**src/rtl/fpscr_pkg.sv**
```systemverilog
package fpscr_pkg;

    localparam int WORD_W    = 32;
    localparam int EXC_W     = 5;
    localparam int RM_W      = 2;
    localparam int RM_LSB    = 0;
    localparam int FLAG_LSB  = RM_LSB + RM_W;
    localparam int EN_LSB    = FLAG_LSB + EXC_W;
    localparam int CAUSE_LSB = EN_LSB + EXC_W;
    localparam int ERR_BIT   = CAUSE_LSB + EXC_W;
    localparam int USED_W    = ERR_BIT + 1;

    typedef logic [EXC_W-1:0] exc_vec_t;

    typedef enum logic [RM_W-1:0] {
        RM_NEAREST = 2'b00,
        RM_ZERO    = 2'b01
    } rmode_e;

    typedef struct packed {
        exc_vec_t         cause;
        exc_vec_t         enable;
        exc_vec_t         flag;
        logic [RM_W-1:0]  rm;
    } csr_t;

    localparam logic [RM_W-1:0] RM_RESET = 2'b01;

    function automatic csr_t unpack_word(input logic [WORD_W-1:0] w);
        csr_t c;
        c.cause  = w[CAUSE_LSB +: EXC_W];
        c.enable = w[EN_LSB    +: EXC_W];
        c.flag   = w[FLAG_LSB  +: EXC_W];
        c.rm     = w[RM_LSB    +: RM_W];
        return c;
    endfunction

    function automatic logic [WORD_W-1:0] pack_word(input csr_t c);
        logic [WORD_W-1:0] w;
        w = '0;
        w[CAUSE_LSB +: EXC_W] = c.cause;
        w[EN_LSB    +: EXC_W] = c.enable;
        w[FLAG_LSB  +: EXC_W] = c.flag;
        w[RM_LSB    +: RM_W]  = c.rm;
        w[ERR_BIT]            = 1'b0;
        return w;
    endfunction

    function automatic rmode_e decode_rm(input logic [RM_W-1:0] sel);
        rmode_e m;
        case (sel)
            2'b01:   m = RM_ZERO;
            default: m = RM_NEAREST;
        endcase
        return m;
    endfunction

endpackage

```
**src/rtl/fpscr_exc_track.sv**
```systemverilog
module fpscr_exc_track
    import fpscr_pkg::*;
#(
    parameter int N = EXC_W
) (
    input  logic         clk,
    input  logic         rst,
    input  logic         op_valid,
    input  logic [N-1:0] op_exc,
    input  logic         sw_we,
    input  logic [N-1:0] sw_cause,
    input  logic [N-1:0] sw_flag,
    output logic [N-1:0] cause_q,
    output logic [N-1:0] flag_q
);

    logic [N-1:0] cause_d;
    logic [N-1:0] flag_d;

    for (genvar i = 0; i < N; i++) begin : g_bit
        logic flag_base;
        always_comb begin
            flag_base  = sw_we ? sw_flag[i] : flag_q[i];
            flag_d[i]  = flag_base | (op_valid & op_exc[i]);
            if (op_valid)
                cause_d[i] = op_exc[i];
            else if (sw_we)
                cause_d[i] = sw_cause[i];
            else
                cause_d[i] = cause_q[i];
        end
    end

    always_ff @(posedge clk) begin
        if (rst) begin
            cause_q <= '0;
            flag_q  <= '0;
        end else begin
            cause_q <= cause_d;
            flag_q  <= flag_d;
        end
    end

endmodule

```
**src/rtl/fpscr_ctl_regs.sv**
```systemverilog
module fpscr_ctl_regs
    import fpscr_pkg::*;
#(
    parameter int N = EXC_W
) (
    input  logic            clk,
    input  logic            rst,
    input  logic            sw_we,
    input  logic [N-1:0]    sw_enable,
    input  logic [RM_W-1:0] sw_rm,
    output logic [N-1:0]    enable_q,
    output logic [RM_W-1:0] rm_q
);

    always_ff @(posedge clk) begin
        if (rst) begin
            enable_q <= '0;
            rm_q     <= RM_RESET;
        end else if (sw_we) begin
            enable_q <= sw_enable;
            rm_q     <= sw_rm;
        end
    end

endmodule

```
**src/rtl/fpscr_trap_gen.sv**
```systemverilog
module fpscr_trap_gen
    import fpscr_pkg::*;
#(
    parameter int N = EXC_W
) (
    input  logic         clk,
    input  logic         rst,
    input  logic         op_valid,
    input  logic [N-1:0] op_exc,
    input  logic [N-1:0] enable_q,
    output logic         trap_req
);

    logic hit;
    assign hit = op_valid & (|(op_exc & enable_q));

    always_ff @(posedge clk) begin
        if (rst) trap_req <= 1'b0;
        else     trap_req <= hit;
    end

endmodule

```
**src/rtl/fpu_status_ctrl.sv**
```systemverilog
module fpu_status_ctrl
    import fpscr_pkg::*;
(
    input  logic              clk,
    input  logic              rst,
    input  logic              op_valid,
    input  logic [EXC_W-1:0]  op_exc,
    input  logic              sw_wr_en,
    input  logic [WORD_W-1:0] sw_wr_data,
    output logic [WORD_W-1:0] rd_data,
    output logic [RM_W-1:0]   rm_eff,
    output logic              trap_req
);

    csr_t     wr_fields;
    csr_t     cur;
    exc_vec_t cause_q;
    exc_vec_t flag_q;
    exc_vec_t enable_q;
    logic [RM_W-1:0] rm_q;

    assign wr_fields = unpack_word(sw_wr_data);

    fpscr_exc_track #(.N(EXC_W)) u_exc (
        .clk      (clk),
        .rst      (rst),
        .op_valid (op_valid),
        .op_exc   (op_exc),
        .sw_we    (sw_wr_en),
        .sw_cause (wr_fields.cause),
        .sw_flag  (wr_fields.flag),
        .cause_q  (cause_q),
        .flag_q   (flag_q)
    );

    fpscr_ctl_regs #(.N(EXC_W)) u_ctl (
        .clk       (clk),
        .rst       (rst),
        .sw_we     (sw_wr_en),
        .sw_enable (wr_fields.enable),
        .sw_rm     (wr_fields.rm),
        .enable_q  (enable_q),
        .rm_q      (rm_q)
    );

    fpscr_trap_gen #(.N(EXC_W)) u_trap (
        .clk      (clk),
        .rst      (rst),
        .op_valid (op_valid),
        .op_exc   (op_exc),
        .enable_q (enable_q),
        .trap_req (trap_req)
    );

    always_comb begin
        cur.cause  = cause_q;
        cur.enable = enable_q;
        cur.flag   = flag_q;
        cur.rm     = rm_q;
    end

    assign rd_data = pack_word(cur);
    assign rm_eff  = decode_rm(rm_q);

endmodule

```
**config.mk**
```make
export PLATFORM = sky130hd
export DESIGN_NAME = fpu_status_ctrl
export DESIGN_NICKNAME = d
export VERILOG_FILES = /design/src/rtl/fpscr_pkg.sv /design/src/rtl/fpscr_exc_track.sv /design/src/rtl/fpscr_ctl_regs.sv /design/src/rtl/fpscr_trap_gen.sv /design/src/rtl/fpu_status_ctrl.sv
export SDC_FILE = /design/constraint.sdc
export NUM_CORES = 1
export LEC_CHECK = 0
export BUFFER_PORTS_ARGS = -buffer_cell sky130_fd_sc_hd__buf_2
export CORE_MARGIN = 2
export CORE_UTILIZATION = 26
export CTS_BUF_LIST = sky130_fd_sc_hd__clkbuf_8
export CTS_CLUSTER_DIAMETER = 40
export CTS_CLUSTER_SIZE = 40
export DETAILED_ROUTE_END_ITERATION = 10
export GPL_TIMING_DRIVEN = 0
export PLACE_DENSITY = 0.66
export SYNTH_ARGS = -nofsm -noshare
export SYNTH_HDL_FRONTEND = slang
export SYNTH_SLANG_ARGS = --single-unit
```
**constraint.sdc**
```tcl
create_clock -name clk -period 1.4 [get_ports clk]
set_input_delay 0.14 -clock clk [delete_from_list [all_inputs] [get_ports clk]]
set_output_delay 0.14 -clock clk [all_outputs]
set_load 0.02 [all_outputs]
```
==> results by group <==
Status
  – Status: finished, final reports clean

Drt
  – Vias: 747
  – WL final: 1.983 mm
  – Residual DRC count: 0
  – DRT iter0 DRCs: 22
  – DR vias/cell: 3.831
  – Avg WL per Cell: 10.17 microns
  – Post-route ant nets: 0
  – Drt first pass iters: 4

CTS
  – Root Buffer: clkbuf_8
  – H-Tree Level Count: 1
  – Clk_lat worst skew: 0.25 ns
  – Hold Buf Count CTS: 0
  – Max Root-Sink Buffers: 2
  – Clk sink count: 18
  – Clock-pin slew on the worst setup and hold paths: 0.06 ns
  – TritonCTS clock tree: done
  – Inserted Clock Buffers: 3
  – CTS resizes: 0
  – Setup Buffers After CTS: 0

Yosys
  – Syn Area/Cell: 9.855 sq um
  – #FFs+latches synth: 18
  – Synth Cell Area: 877.1 sq um
  – Synth Instances: 89
  – Yosys cell types: 16
  – Sequential area share after synthesis: 0.4108
  – Synth warn: 0

GRT
  – Global route overflow: 0
  – First-pass GRT wire length: 2.877 mm
  – Initial antenna violation count: 0
  – Largest net degree at the start of global routing: 11
  – Number of global-route vias before repair: 631
  – Tot GR Track Use: 0.1055

STA
  – Setup TNS: 0 ns
  – Final min period: 0.9930 ns
  – Max frequency: 1007 MHz
  – Period utilization: 0.7093
  – Clk_skew: 0.005074 ns
  – Final Hold Fails: 0
  – Fin Hold WS: 0.1088 ns
  – Pins Over Slew Limit: 0
  – PnR worst setup slack: 0.4070 ns
  – Final setup vio count: 0
  – RSZ-0062 raised after global routing: false

Job
  – Max_cap viols: 0

Placed design
  – Dpl cells: 192
  – Post-DP Area: 1201 sq um
  – Worst slack, placed: 0.4745 ns
  – IO Port Bufs: 42
  – GP Congestion: 0.6997

Floorplan
  – DIE WIDTH: 62.08 microns
  – Die Y: 62.08 microns
  – Initial Util: 0.2670
  – Core area: 3284 sq um
  – Die Area: 3854 sq um
  – Io pins: 76
  – Num rows: 21

Power and ir drop
  – IR drop worst, VDD: 0.3021 mV
  – Pwr Density: 983.8 nW/um^2
  – Power, Total: 1.222 mW
  – Static Leak: 0.6738 nW

Critical path
  – Critical path launch point type: register
  – Critical path endpoint category: output port
  – Required time at the worst-slack endpoint: 1.26 ns
  – CP arrival: 0.85 ns
  – WS Path Type: reg2out
  – CP Max Fanout: 3

Final layout
  – Most common cell after layout, fill and taps aside: buf_2
  – Fill count: 361
  – Ratio of cells with drive above 1 in the final layout: 0.4497
  – P&R area growth vs syn: 41.65%
  – Ant. Diodes: 0
  – Final nets: 192
  – Utilization after layout: 0.3783
  – Layout Cells excl Fill: 195
  – Final Cell Area: 1242 sq um
  – Most frequent cells in the layout: buf_2, dfxtp_1, mux2i_1, buf_4, conb_1

Hold path
  – HP Class: in2reg
## synthesized netlist by cell type
cell type	number	area, sq um
dfxtp_1	18	360.4
buf_4	16	120.1
mux2i_1	16	160.2
nor2b_1	7	43.79
a211oi_1	6	45.04
nor2_1	6	22.52
a21oi_1	5	25.02
nand2_1	5	18.77
buf_2	3	15.01
a211o_2	1	10.01
a222oi_1	1	10.01
a22oi_1	1	7.510
buf_12	1	20.02
buf_6	1	11.26
conb_1	1	3.750
inv_1	1	3.750
## report_power, final
group          total, mW  switching (mW)  internal [mW]
registers          0.567          0.0184          0.549
clock network      0.352           0.161          0.191
logic              0.304           0.171          0.133
## worst max-delay path, stage by stage (launching register included)
cell     delay [ns]
dfxtp_1        0.33
nor2b_1        0.12
buf_2          0.16
## area by class of cell
cell class	instances	area [sq um]	area share
inverters	1	3.754	0.003021
well taps	46	57.56	0.04632
repair buffers	42	210.2	0.1692
clock buffers	3	41.29	0.03323
plain buffers	21	166.4	0.1339
flip-flops and latches	18	360.3	0.2900
multi-input cells	64	402.9	0.3243
## logic make-up (layout without fill, tap and decap cells)
group,Yosys count,count (layout),synth area share
other cells,1,16,0.004275
flops,18,18,0.4108
compound gates,14,14,0.1113
simple gates,18,18,0.09700
buf+inv,22,67,0.1940
mux,16,16,0.1826
## worst paths after layout
path	slack (ns)	cells past startpoint	end	start
max	0.41	2	rm_eff[0]	u_ctl.rm_q[0]
min	0.11	2	u_ctl.rm_q[0]	sw_wr_data[0]
max reg2reg	0.50	2	u_trap.trap_req	u_ctl.enable_q[4]
min reg2reg	0.53	2	u_ctl.rm_q[1]	u_ctl.rm_q[1]
## metal layers
| metal | up-vias | part of all wire | global-route usage |
|---|---|---|---|
| met2 | 33 | 0.47 | 0.1786 |
| met1 | 318 | 0.45 | 0.1269 |
| li1 | 391 | - | - |
| met5 | - | 0 | 0 |
| met4 | 0 | 0.013 | 0.04559 |
| met3 | 5 | 0.073 | 0.02484 |
## sequential cells by signal, indices dropped and copies added (netlist names)
| register | flops |
|---|---|
| u_ctl.rm_q | 2 |
| u_trap.trap_req | 1 |
| u_exc.flag_q | 5 |
| u_ctl.enable_q | 5 |
| u_exc.cause_q | 5 |
No activity file was read; power rests on OpenSTA's default activity.
